**src/rtl/pid_pkg.sv**
```systemverilog
package pid_pkg;
  localparam int unsigned ADDR_W = 4;

  typedef enum logic [ADDR_W-1:0] {
    A_MODE_ON   = 4'd0,
    A_MODE_OFF  = 4'd1,
    A_MODE_STAT = 4'd2,
    A_SEL_EDGE  = 4'd3,
    A_SEL_LEVEL = 4'd4,
    A_KIND_STAT = 4'd5,
    A_SEL_LOW   = 4'd6,
    A_SEL_HIGH  = 4'd7,
    A_POL_STAT  = 4'd8,
    A_MASK_ON   = 4'd9,
    A_MASK_OFF  = 4'd10,
    A_MASK_STAT = 4'd11,
    A_EVT_STAT  = 4'd12
  } reg_addr_e;
endpackage

```
**src/rtl/pid_sync.sv**
```systemverilog
module pid_sync #(
  parameter int unsigned W = 32
) (
  input  logic         clk_i,
  input  logic         rst_ni,
  input  logic [W-1:0] pin_i,
  output logic [W-1:0] cur_o,
  output logic [W-1:0] prev_o
);
  logic [W-1:0] meta_q, cur_q, prev_q;

  always_ff @(posedge clk_i or negedge rst_ni) begin
    if (!rst_ni) begin
      meta_q <= '0;
      cur_q  <= '0;
      prev_q <= '0;
    end else begin
      meta_q <= pin_i;
      cur_q  <= meta_q;
      prev_q <= cur_q;
    end
  end

  assign cur_o  = cur_q;
  assign prev_o = prev_q;
endmodule

```
**src/rtl/pid_setclr.sv**
```systemverilog
module pid_setclr #(
  parameter int unsigned W = 32
) (
  input  logic         clk_i,
  input  logic         rst_ni,
  input  logic [W-1:0] set_i,
  input  logic [W-1:0] clr_i,
  output logic [W-1:0] q_o
);
  logic [W-1:0] q;

  always_ff @(posedge clk_i or negedge rst_ni) begin
    if (!rst_ni) q <= '0;
    else         q <= (q | set_i) & ~clr_i;
  end

  assign q_o = q;

  p_hold_r8: assert property (@(posedge clk_i) disable iff (!rst_ni)
    (set_i == '0 && clr_i == '0) |=> (q == $past(q)));
endmodule

```
**src/rtl/pid_detect.sv**
```systemverilog
module pid_detect #(
  parameter int unsigned W = 32
) (
  input  logic [W-1:0] cur_i,
  input  logic [W-1:0] prev_i,
  input  logic [W-1:0] mode_i,
  input  logic [W-1:0] kind_i,
  input  logic [W-1:0] pol_i,
  output logic [W-1:0] evt_o
);
  for (genvar i = 0; i < W; i++) begin : g_line
    logic rise, fall, lvl, edg;
    assign rise = cur_i[i] & ~prev_i[i];
    assign fall = ~cur_i[i] & prev_i[i];
    assign lvl  = pol_i[i] ? cur_i[i] : ~cur_i[i];
    assign edg  = pol_i[i] ? rise : fall;
    assign evt_o[i] = !mode_i[i] ? (rise | fall) : (kind_i[i] ? lvl : edg);
  end
endmodule

```
**src/rtl/pin_event_detector.sv**
```systemverilog
module pin_event_detector
  import pid_pkg::*;
#(
  parameter int unsigned LINES = 32
) (
  input  logic              clk_i,
  input  logic              rst_ni,
  input  logic [LINES-1:0]  pin_i,
  input  logic              bus_req_i,
  input  logic              bus_we_i,
  input  logic [ADDR_W-1:0] bus_addr_i,
  input  logic [LINES-1:0]  bus_wdata_i,
  output logic [LINES-1:0]  bus_rdata_o,
  output logic              irq_o
);
  localparam logic [LINES-1:0] ZERO = '0;

  logic             wr, rd_stat;
  logic [LINES-1:0] cur_w, prev_w, evt_w;
  logic [LINES-1:0] mode_q, kind_q, pol_q, mask_q, status_q;

  assign wr      = bus_req_i & bus_we_i;
  assign rd_stat = bus_req_i & ~bus_we_i & (bus_addr_i == A_EVT_STAT);

  function automatic logic [LINES-1:0] wsel(input reg_addr_e a);
    return (wr && bus_addr_i == a) ? bus_wdata_i : ZERO;
  endfunction

  pid_sync #(.W(LINES)) u_sync (
    .clk_i, .rst_ni, .pin_i, .cur_o(cur_w), .prev_o(prev_w)
  );

  pid_setclr #(.W(LINES)) u_mode (
    .clk_i, .rst_ni, .set_i(wsel(A_MODE_ON)), .clr_i(wsel(A_MODE_OFF)), .q_o(mode_q)
  );
  pid_setclr #(.W(LINES)) u_kind (
    .clk_i, .rst_ni, .set_i(wsel(A_SEL_LEVEL)), .clr_i(wsel(A_SEL_EDGE)), .q_o(kind_q)
  );
  pid_setclr #(.W(LINES)) u_pol (
    .clk_i, .rst_ni, .set_i(wsel(A_SEL_HIGH)), .clr_i(wsel(A_SEL_LOW)), .q_o(pol_q)
  );
  pid_setclr #(.W(LINES)) u_mask (
    .clk_i, .rst_ni, .set_i(wsel(A_MASK_ON)), .clr_i(wsel(A_MASK_OFF)), .q_o(mask_q)
  );

  pid_detect #(.W(LINES)) u_det (
    .cur_i(cur_w), .prev_i(prev_w), .mode_i(mode_q), .kind_i(kind_q),
    .pol_i(pol_q), .evt_o(evt_w)
  );

  // events on the read edge survive the clear
  always_ff @(posedge clk_i or negedge rst_ni) begin
    if (!rst_ni) status_q <= '0;
    else         status_q <= (rd_stat ? ZERO : status_q) | evt_w;
  end

  always_comb begin
    bus_rdata_o = '0;
    if (bus_req_i && !bus_we_i) begin
      case (bus_addr_i)
        A_MODE_STAT: bus_rdata_o = mode_q;
        A_KIND_STAT: bus_rdata_o = kind_q;
        A_POL_STAT:  bus_rdata_o = pol_q;
        A_MASK_STAT: bus_rdata_o = mask_q;
        A_EVT_STAT:  bus_rdata_o = status_q;
        default:     bus_rdata_o = '0;
      endcase
    end
  end

  assign irq_o = |(status_q & mask_q);

  p_clear_keeps_evt_r6: assert property (@(posedge clk_i) disable iff (!rst_ni)
    rd_stat |=> (status_q == $past(evt_w)));

  p_sticky_r6: assert property (@(posedge clk_i) disable iff (!rst_ni)
    !rd_stat |=> ((status_q & $past(status_q)) == $past(status_q)));

  p_masked_quiet_r7: assert property (@(posedge clk_i) disable iff (!rst_ni)
    (mask_q == ZERO) |-> !irq_o);

  for (genvar i = 0; i < LINES; i++) begin : g_chk
    p_level_hold_r5: assert property (@(posedge clk_i) disable iff (!rst_ni)
      (mode_q[i] && kind_q[i] && (pol_q[i] == cur_w[i])) |=> status_q[i]);
    p_quiet_line_r9: assert property (@(posedge clk_i) disable iff (!rst_ni)
      (!rd_stat && !evt_w[i]) |=> (status_q[i] == $past(status_q[i])));
  end
endmodule

```
**config.mk**
```make
export PLATFORM = sky130hd
export DESIGN_NAME = pin_event_detector
export DESIGN_NICKNAME = d
export VERILOG_FILES = /design/src/rtl/pid_pkg.sv /design/src/rtl/pid_sync.sv /design/src/rtl/pid_setclr.sv /design/src/rtl/pid_detect.sv /design/src/rtl/pin_event_detector.sv
export SDC_FILE = /design/constraint.sdc
export NUM_CORES = 1
export LEC_CHECK = 0
export CAP_MARGIN = 20
export CORE_MARGIN = 2
export CORE_UTILIZATION = 60
export CTS_CLUSTER_SIZE = 25
export DETAILED_ROUTE_END_ITERATION = 7
export DONT_BUFFER_PORTS = 1
export PLACE_DENSITY = 0.73
export SYNTH_ARGS = -nofsm -noshare
export SYNTH_HDL_FRONTEND = slang
export SYNTH_SLANG_ARGS = --single-unit
```
**constraint.sdc**
```tcl
create_clock -name clk_i -period 2.1 [get_ports clk_i]
set_clock_uncertainty 0.2 [all_clocks]
set_input_delay 0.315 -clock clk_i [delete_from_list [all_inputs] [get_ports clk_i]]
set_output_delay 0.315 -clock clk_i [all_outputs]
set_load 0.05 [all_outputs]
```
* Word-level counts from Yosys, hierarchy flattened
Cells that the tools add are included.
Cells by class: add/subtract/negate cells 0, $mul 0, divide/modulo/power cells 0, magnitude comparators 0, equality and inequality tests 12, shift-type cells 0, mux-type cells 139, bitwise gates (word level) 178, reductions and logical operators 12
Operators with widths (number):
- $mux W32 | 10
- $and A32 B32 Y32 | 5
- $or A32 B32 Y32 | 5
- $pmux W32 S5 | 1
- $mux W1 | 128
- $not A32 Y32 | 4
- $and A1 B1 Y1 | 67
- $not A1 Y1 | 65
- $or A1 B1 Y1 | 32
- $reduce_or A32 Y1 | 1
- $eq A4 B4 Y1 const B | 5
- $eq A4 B3 Y1 const B | 4
- $logic_and A1 B1 Y1 | 9
- $eq A4 B2 Y1 const B | 2
- $eq A4 B1 Y1 const B | 1
- $logic_not A4 Y1 | 1
- $logic_not A1 Y1 | 1
Word-level totals: register bits 256, latch bits 0, RAM bits 0, ROM bits 0, output and inout port bits 33, word-level logic and storage cells 349, memories 0

* Longest topological paths before layout
Gate-level depths: netlist (run 1).
depth in word-level cells 6, mapped depth 7

* Cells and area by module
Synthesis (run 1) repeated with hierarchy kept, for this count alone.
Second synthesis, totals: cell total of the unflattened synthesis 1215, area total of the unflattened synthesis 13456.7 um^2
Modules (own cells, without submodules):
- pid_setclr | times used 4, cells an instance 64, area each 1121.1 um^2, sequential area each 800.8 um^2
- pin_event_detector | times used 1, cells an instance 511, area each 3967.6 um^2, sequential area each 800.8 um^2
- pid_detect | times used 1, cells an instance 352, area each 2602.5 um^2, sequential area each 0.0 um^2
- pid_sync | times used 1, cells an instance 96, area each 2402.3 um^2, sequential area each 2402.3 um^2

* Worst setup path before layout (run 1)
Ideal clock, no wire load.
kind in2out, from input bus_addr_i[0], to output bus_rdata_o[3], arrival 2.181 ns, required time 1.585 ns, slack -0.596 ns, stages on the path 6, path buffers 3, path through clkbuf_2 > nor4bb_1 > buf_2 > clkbuf_1 > a22oi_1 > a31oi_1
On the way: longest elaborated chain between the ends 3
RTL lines:
- start: declaration | line pin_event_detector.sv:11 | input logic [ADDR_W-1:0] bus_addr_i,
- $eq A4 B4 Y1, or another cell as far along | line pin_event_detector.sv:60 | case (bus_addr_i)
- $pmux W32 S5 (*) | line pin_event_detector.sv:60
- $mux W32 (*) | line pin_event_detector.sv:59 | if (bus_req_i && !bus_we_i) begin
- end: declaration | line pin_event_detector.sv:13 | output logic [LINES-1:0] bus_rdata_o,
Every way passes the cells marked *; elsewhere a longest branch is shown, timed or not.

* Worst setup path after layout (run 1)
from register status_q[26], to output irq_o
On the way: longest elaborated chain between the ends 2
RTL lines:
- start: declaration | line pin_event_detector.sv:20 | logic [LINES-1:0] mode_q, kind_q, pol_q, mask_q, status_q;
- start signal: assignment | line pin_event_detector.sv:54 | else status_q <= (rd_stat ? ZERO : status_q) | evt_w;
- $and A32 B32 Y32 | line pin_event_detector.sv:71 | assign irq_o = |(status_q & mask_q);
- $reduce_or A32 Y1 | line pin_event_detector.sv:71
- end: declaration | line pin_event_detector.sv:14 | output logic irq_o
Every way passes these cells.

==> results of run 1 <==
## flip-flops by register name, indices dropped and copies added, names as in the netlist
signal,count
status_q,32
u_kind.q_o,32
u_mask.q_o,32
u_mode.q_o,32
u_pol.q_o,32
u_sync.cur_o,32
u_sync.meta_q,32
u_sync.prev_o,32
## Yosys cell counts (all sizes together)
cell type / n / share of area
o21ai: 37 / 0.016
mux2: 5 / 0.0049
or4: 1 / 0.00065
nor3: 6 / 0.0035
o211ai: 27 / 0.018
nand4bb: 1 / 0.00098
a221o: 5 / 0.0044
buf: 45 / 0.020
nand4b: 1 / 0.00076
a22oi: 61 / 0.040
nor2b: 58 / 0.032
ha: 64 / 0.070
clkbuf: 34 / 0.011
a31oi: 13 / 0.0071
nand2b: 3 / 0.0016
nor2: 38 / 0.012
dfrtp: 256 / 0.56
nor4bb: 1 / 0.00087
nand2: 54 / 0.018
nand4: 4 / 0.0022
a222oi: 19 / 0.017
mux4: 1 / 0.0020
inv: 64 / 0.021
o311ai: 27 / 0.021
a21oi: 275 / 0.12
## critical path: stages, from the launching register on
cell	delay [ns]
dfrtp_1	0.42
a22oi_2	0.26
nand4_1	0.23
or4_4	0.50
buf_8	0.17
## report_power, final
group / switching [W] / internal [W]
Clock: 0.00190 / 0.00276
Combinational: 0.000853 / 0.000830
Sequential: 0.000626 / 0.00553
Total: 0.00338 / 0.00912
## through the flow
| stage | instances | instance area [sq um] |
|---|---|---|
| final | 1474 | 15100 |
| after detailed placement | 1354 | 13300 |
| after CTS | 1468 | 14900 |
| after floorplan | 1100 | 11900 |
| after global routing | 1473 | 15100 |
| after global placement | 1354 | 13300 |
## per-layer routing
layer / global-route usage / part of all wire
met5: 0 / 0.00083
met4: 0.141 / 0.037
met2: 0.532 / 0.49
met1: 0.414 / 0.40
met3: 0.0670 / 0.079
## kinds of logic (layout without fill, tap and decap cells)
family / count (synthesis) / in the layout / share of synthesized area
flops: 256 / 256 / 0.557
buf+inv: 143 / 282 / 0.0521
fa+ha+maj: 64 / 64 / 0.0697
simple gates: 167 / 167 / 0.0722
mux: 6 / 6 / 0.00686
compound gates: 464 / 464 / 0.242
other cells: 0 / 1 / 0
## repair_timing
item,CTS,global route
hold endpoints to repair,416,256
setup buffers,9,6
resized for setup,31,20
pin swaps,30,24
endpoints found under the setup margin,25,32
cloned,1,2
## path summary, 6_finish.rpt
kind,from,end,slack [ns],cells after the start
hold / removal,rst_ni,u_sync.cur_o[30],-0.73,0
setup / recovery,status_q[26],irq_o,-0.53,4
setup reg to reg,u_sync.cur_o[4],status_q[4],0.39,5
min in group clk_i,bus_addr_i[1],u_mode.q_o[13],0.03,4
hold reg to reg,u_sync.meta_q[2],u_sync.cur_o[2],0.15,0
max in group asynchronous,rst_ni,u_sync.prev_o[19],1.94,0
## cell type report
class,count,area share
timing repair buffer,172,0.144
multi-input combinational,701,0.339
sequential,256,0.424
clock inverter,11,0.00721
clock buffer,35,0.0500
inverter,64,0.0159
antenna,1,0.000166
tap,234,0.0194
==> flow_summary_export.csv, run 1 <==
group,metric,value,unit
outcome,status,"finished, violations left",
outcome,violations,"negative hold slack, negative setup slack",
sta,tightest_slew,0.560,ns
sta,min_period_over_period,1.25,
clocking,cts_hold_buf,64,
layout,nFillCells,1111,
global_routing,gr-total-overflow,0,
power,power,0.0125,W
sta,setup_viol,21,
drt,drt_iter0_markers,937,
clocking,cts_tree,"built",
clocking,insertion_delay,0.53,ns
drt,first_pass_iters,8,
global_routing,antenna_found_initial,3,
drt,drc,0,
yosys,yosysWarningCount,0,
sta,fmax,0.380,GHz
yosys,synth_nets,1236,
critical_path,endpoint_kind,"output port",
drt,vias_per_cell,6.44,
drt,drt-total-wl,32400,um
layout,syn_to_final_growth,31.4,%
clocking,cts-root-buf,"clkbuf_16",
sta,relSlewSlack,0.627,
job,drv_cap,0,
layout,final_common_cell,"a21oi_1",
yosys,syn-instance-count,1100,
floorplan,die_y,142,um
yosys,mappedNetlistArea,11500,sq um
power,power.density,828,nW/um^2
floorplan,num_io_pins,105,
placement,post-dp-hpwl,18100,um
sta,whs,-0.727,ns
clocking,clk_pin_slew_worst_paths,0.06,ns
global_routing,grt_pass1_vias,9529,
layout,drive_gt1_frac,0.186,
sta,layout_min_cycle_time,2.63,ns
floorplan,initial_core_util,0.612,
yosys,yosys_register_bits,256,
critical_path,arrival,2.12,ns
layout,fin_nets,1358,
critical_path,worst-path-max-fanout,2,
sta,slew_viol_final,0,
layout,final_cell_mix,"a21oi_1, dfrtp_1, inv_1, ha_1, dlygate4sd3_1",
clocking,numCtsBuffers,27,
worst_hold_path,hold_path.class,"primary input to asynchronous set/reset pin",
critical_path,start_kind,"register",
global_routing,grt_use_total,0.322,
placement,post-place-ws,-0.0725,ns
critical_path,critical_path_class,"register to output port",
layout,multiInputGateArea,5110,sq um
clocking,clockBufferDepth,3,
drt,wl_per_cell,22.0,um
layout,regArea,6410,sq um
placement,port_buffers,0,
power,p_leak,6.45,nW
sta,setup_ws,-0.532,ns
yosys,yosysSeqAreaShare,0.557,
floorplan,rows,50,
drt,num_vias,9493,
global_routing,grt_pass1_wl,50700,um
sta,tns,-4.22,ns
floorplan,dieWidth,142,um
yosys,avgSynthCellArea,10.4,sq um
yosys,ys_types,28,
clocking,cts_num_sinks,256,
placement,gp_congestion,0.821,
drt,ant_nets,0,
sta,hold_viol,256,
sta,rsz0062_at_grt,"yes",
global_routing,grt_max_degree,257,
floorplan,core_area,18800,sq um
layout,final_util,0.805,
clocking,htree_levels,1,
floorplan,die_area,20300,sq um
power,ir_drop,0.000671,V
critical_path,critical_path_required,1.58,ns
Power figures use the tool's default switching activity.
==> inputs of run 2 (changes only) <==
--- a/config.mk
+++ b/config.mk
@@ -6,8 +6,9 @@
 export NUM_CORES = 1
 export LEC_CHECK = 0
 export CAP_MARGIN = 20
-export CORE_MARGIN = 2
+export CORE_MARGIN = 1.5
 export CORE_UTILIZATION = 60
+export CTS_BUF_LIST = sky130_fd_sc_hd__clkbuf_16
 export CTS_CLUSTER_SIZE = 25
 export DETAILED_ROUTE_END_ITERATION = 7
 export DONT_BUFFER_PORTS = 1
==> run 2 against run 1 <==
  * The flow still finishes with violations (negative hold slack, negative setup slack)
  * Core utilization is 0.34 points lower
  * Power is 1.8% lower
  * Sequential power hardly changed
  * Global-route usage is 1.1 points lower
  * Largest cell class unchanged
==> flow_summary_export.csv, run 2 (synthesis gave the netlist of run 1 again) <==
group,metric,value,unit
power,ir_drop,0.000821,V
drt,vias_per_cell,6.33,
floorplan,die_area,20000,sq um
clocking,cts_num_sinks,256,
sta,hold_viol,256,
clocking,clockBufferDepth,3,
floorplan,initial_core_util,0.612,
floorplan,num_io_pins,105,
critical_path,worstPathCellList,"a22oi_2, nand4_1, or4_4, buf_6",
critical_path,critical_path.max_stage_delay,0.58,ns
power,power,0.0123,W
sta,min_period_over_period,1.25,
outcome,status,"finished, violations left",
sta,layout_min_cycle_time,2.63,ns
critical_path,worst-path-max-fanout,2,
sta,fmax,0.381,GHz
layout,final_cell_mix,"a21oi_1, dfrtp_1, inv_1, ha_1, dlygate4sd3_1",
sta,setup_ws,-0.525,ns
global_routing,gr-total-overflow,0,
sta,relSlewSlack,0.531,
global_routing,grt_pass1_wl,48900,um
power,p_leak,6.43,nW
layout,fin_cells,1473,
drt,num_vias,9330,
global_routing,grt_max_degree,257,
clocking,numCtsBuffers,27,
outcome,violations,"negative hold slack, negative setup slack",
drt,drc,0,
floorplan,die_y,141,um
drt,wl_per_cell,21.6,um
clocking,cts-root-buf,"clkbuf_16",
drt,drt-total-wl,31800,um
placement,post-place-ws,-0.0699,ns
drt,drt-met1-wl,12800,um
global_routing,grt_use_total,0.311,
drt,dr_wl_met3,2490,um
power,power.density,816,nW/um^2
critical_path,endpoint_kind,"output port",
placement,port_buffers,0,
clocking,clk_pin_slew_worst_paths,0.06,ns
sta,slew_viol_final,0,
placement,gp_congestion,0.814,
critical_path,cp-startpoint,"status_q[16]",
critical_path,critical_path_required,1.58,ns
layout,syn_to_final_growth,30.8,%
global_routing,grt_pass1_vias,9279,
layout,fin_nets,1352,
drt,first_pass_iters,5,
worst_hold_path,hold_path.class,"primary input to asynchronous set/reset pin",
critical_path,crit_slowest_cell,"or4_4",
layout,final_util,0.801,
sta,setup_viol,20,
critical_path,r2r-start,"u_sync.cur_o[15]",
clocking,cts_tree,"built",
critical_path,crit_buf_inv,1,
layout,drive_gt1_frac,0.176,
critical_path,ff2ff_path_depth,5,
clocking,cts_hold_buf,64,
critical_path,critical_path_class,"register to output port",
drt,ant_nets,0,
drt,highest_layer,"met4",
critical_path,cp.depth,4,
placement,dp_cells,1351,
critical_path,crit_family,"simple AND/OR/NAND/NOR gates",
floorplan,dieWidth,141,um
drt,drt_iter0_markers,829,
drt,met2_length,15600,um
sta,tightest_slew,0.704,ns
clocking,htree_levels,1,
critical_path,arrival,2.11,ns
placement,post-dp-hpwl,17300,um
floorplan,core_area,18800,sq um
global_routing,antenna_found_initial,2,
sta,whs,-0.718,ns
clocking,insertion_delay,0.54,ns
sta,rsz0062_at_grt,"yes",
critical_path,start_kind,"register",
job,drv_cap,0,
floorplan,rows,50,
run 2: changes by cell type in the layout (fill, tap and decap cells not counted), sizes merged:
cell / delta
clkbuf: -6
buf: -8
diode: +1
inv: +8
clkinv: +4
run 2: final timing paths:
kind	to	slack, ns
min	u_sync.cur_o[25]	-0.72
min reg2reg	u_sync.cur_o[27]	0.15
min in group clk_i	u_mode.q_o[18]	0.04
max reg2reg	status_q[15]	0.35
max in group asynchronous	u_sync.meta_q[17]	1.83
max	irq_o	-0.53
run 2: where the power goes:
| part | switching, W | internal [W] | leakage [nW] |
|---|---|---|---|
| registers | 0.000623 | 0.00553 | 3.04 |
| clock network | 0.00190 | 0.00256 | 0.439 |
| logic | 0.000837 | 0.000821 | 2.95 |
run 2: per-stage QoR:
stage                     instance area, sq um  setup TNS (ns)
after detailed placement                 13200         -0.0699
final                                    15000           -4.23
after global routing                     15000           -5.66
after global placement                   13200         -0.0516
after floorplan                          11900               0
after CTS                                14800           -4.20
run 2: worst reg2reg max path, stage by stage, from the launching register on:
cell and delay (ns):
dfrtp_1 0.40, inv_1 0.06, ha_1 0.19, nor2b_1 0.14
o311ai_0 0.43, o211ai_1 0.18
run 2: area by class of cell:
type / instances / area [sq um]
well taps: 234 / 293
flip-flops and latches: 256 / 6410
repair buffers: 166 / 2150
clock buffers: 27 / 676
inverters: 64 / 240
multi-input cells: 701 / 5110
diodes: 2 / 5.00
clock inverters: 23 / 150
fillers: 1056 / 3730
run 2: timing repair:
action | CTS | global route
resized for setup | 22 | 24
pin swaps | 18 | 16
gates cloned | 0 | 5
hold endpoints to repair | 416 | 256
setup endpoints to repair | 23 | 32
setup buffers | 5 | 1
run 2: per-layer routing:
metal,track usage,up-vias
met5,0,-
li1,-,4211
met4,0.109,0
met2,0.521,415
met1,0.409,4627
met3,0.0611,77
==> inputs of run 3 (changes only) <==
--- a/config.mk
+++ b/config.mk
@@ -12,6 +12,7 @@
 export CTS_CLUSTER_SIZE = 25
 export DETAILED_ROUTE_END_ITERATION = 7
 export DONT_BUFFER_PORTS = 1
+export HOLD_SLACK_MARGIN = 0.15
 export PLACE_DENSITY = 0.73
 export SYNTH_ARGS = -nofsm -noshare
 export SYNTH_HDL_FRONTEND = slang
==> run 3 against run 2 <==
  * The run ends with design-rule violations, negative hold slack, negative setup slack left
  * Sequential power about the same
  * Maximum frequency down 1.7%
  * Non-clock buffer count up 44
  * Via count up 3.2%
  * Die area unchanged
  * Power up 0.94%
  * Flip-flop and latch count unchanged
  * Design area up 2.8%
  * Largest cell class unchanged
  * Highest routed layer unchanged
==> flow_summary_export.csv, run 3 (synthesis gave the netlist of run 1 again) <==
group,metric,value,unit
critical_path,endpoint_kind,"output port",
sta,relSlewSlack,0.644,
floorplan,num_io_pins,105,
outcome,status,"finished, violations left",
drt,vias_per_cell,6.35,
drt,wl_per_cell,21.7,um
global_routing,grt_use_total,0.321,
sta,rsz0062_at_grt,"yes",
floorplan,die_area,20000,sq um
worst_hold_path,hold_path.class,"primary input to asynchronous set/reset pin",
sta,layout_min_cycle_time,2.67,ns
layout,drive_gt1_frac,0.166,
global_routing,gr-total-overflow,0,
critical_path,arrival,2.15,ns
global_routing,antenna_found_initial,1,
sta,tightest_slew,0.534,ns
floorplan,initial_core_util,0.612,
clocking,cts-root-buf,"clkbuf_16",
critical_path,crit_slowest_cell,"or4_4",
sta,whs,-0.723,ns
drt,first_pass_iters,8,
critical_path,critical_path.max_stage_delay,0.58,ns
clocking,insertion_delay,0.54,ns
clocking,cts_num_sinks,256,
layout,syn_to_final_growth,34.5,%
clocking,numCtsBuffers,27,
placement,post-place-ws,-0.0699,ns
placement,gp_congestion,0.814,
sta,setup_viol,20,
clocking,cts_hold_buf,109,
critical_path,worst-path-max-fanout,3,
sta,setup_ws,-0.569,ns
drt,ant_nets,0,
sta,slew_viol_final,0,
critical_path,crit_buf_inv,1,
critical_path,critical_path_required,1.58,ns
layout,fin_nets,1396,
job,drv_cap,0,
drt,drc,2,
floorplan,core_area,18800,sq um
critical_path,crit_family,"simple AND/OR/NAND/NOR gates",
power,p_leak,6.62,nW
drt,drt-total-wl,32900,um
critical_path,worstPathCellList,"a22oi_1, nand4_1, or4_4, buf_6",
clocking,cts_tree,"built",
sta,fmax,0.375,GHz
global_routing,grt_pass1_vias,9581,
clocking,clk_pin_slew_worst_paths,0.06,ns
floorplan,rows,50,
critical_path,critical_path_class,"register to output port",
global_routing,grt.met2_usage,0.539,
sta,min_period_over_period,1.27,
placement,port_buffers,0,
drt,drt_iter0_markers,971,
sta,tns,-4.29,ns
outcome,violations,"design-rule violations, negative hold slack, negative setup slack",
global_routing,use_met1,0.418,
global_routing,grt_max_degree,257,
global_routing,grt_pass1_wl,50200,um
placement,post-dp-hpwl,17300,um
clocking,clockBufferDepth,3,
drt,num_vias,9626,
floorplan,die_y,141,um
sta,hold_viol,256,
power,ir_drop,0.000824,V
floorplan,dieWidth,141,um
global_routing,busiest_layer,"met2",
power,power.density,801,nW/um^2
clocking,htree_levels,1,
layout,final_cell_mix,"a21oi_1, dfrtp_1, dlygate4sd3_1, inv_1, ha_1",
global_routing,grtUsageMet3,0.0621,
critical_path,start_kind,"register",
==> run 3: path summary, 6_finish.rpt <==
| path | from | endpoint | slack, ns | depth (start not counted) |
|---|---|---|---|---|
| min reg2reg | u_sync.meta_q[19] | u_sync.cur_o[19] | 0.15 | 0 |
| min | rst_ni | u_sync.prev_o[30] | -0.72 | 0 |
| max in group asynchronous | rst_ni | status_q[31] | 2.14 | 0 |
| max reg2reg | u_sync.cur_o[29] | status_q[29] | 0.39 | 5 |
| max | u_mask.q_o[16] | irq_o | -0.57 | 4 |
| min in group clk_i | u_sync.meta_q[19] | u_sync.cur_o[19] | 0.15 | 0 |
==> run 3: stage by stage <==
step / cells / instance area, sq um / utilization / hold slack (ns) / total power [W]
after floorplan: 1100 / 11900 / - / -0.181 / 0.00708
after global placement: 1351 / 13200 / 0.705 / -0.173 / 0.00748
after detailed placement: 1351 / 13200 / 0.705 / -0.172 / 0.00757
after CTS: 1510 / 15200 / 0.812 / -0.730 / 0.0123
after global routing: 1515 / 15500 / 0.824 / -0.723 / 0.0129
final: 1516 / 15500 / 0.824 / -0.723 / 0.0124
==> run 3: worst reg2reg max path, cell delays in order, from the launching register on <==
cell and delay [ns]:
dfrtp_1 0.40, inv_1 0.07, ha_1 0.18, nor2b_1 0.14, o311ai_0 0.41, o211ai_1 0.16
==> run 3: final cells by class <==
| type | instances | area [sq um] |
|---|---|---|
| flip-flops and latches | 256 | 6410 |
| multi-input cells | 701 | 5100 |
| fillers | 991 | 3300 |
| repair buffers | 210 | 2600 |
| clock buffers | 27 | 676 |
| well taps | 234 | 293 |
| inverters | 64 | 240 |
| clock inverters | 23 | 150 |
| diodes | 1 | 2.50 |
==> run 3: power breakdown <==
group          total [W]  internal [W]  switching (W)
Sequential       0.00615       0.00553       0.000623
Clock            0.00449       0.00257        0.00192
Combinational    0.00175      0.000881       0.000870
Total             0.0124       0.00897        0.00342
==> run 3: what timing repair did <==
action / in CTS / in global routing
endpoints found under the setup margin: 23 / 32
resized for setup: 22 / 23
gates cloned: 0 / 4
pin swaps: 18 / 20
buffers inserted: 5 / 2
endpoints found under the hold margin: 420 / 256
==> run 3: per-layer routing <==
layer	vias up	share of wire
li1	4307	-
met1	4697	0.39
met2	515	0.48
met3	107	0.092
met4	0	0.038
met5	-	0
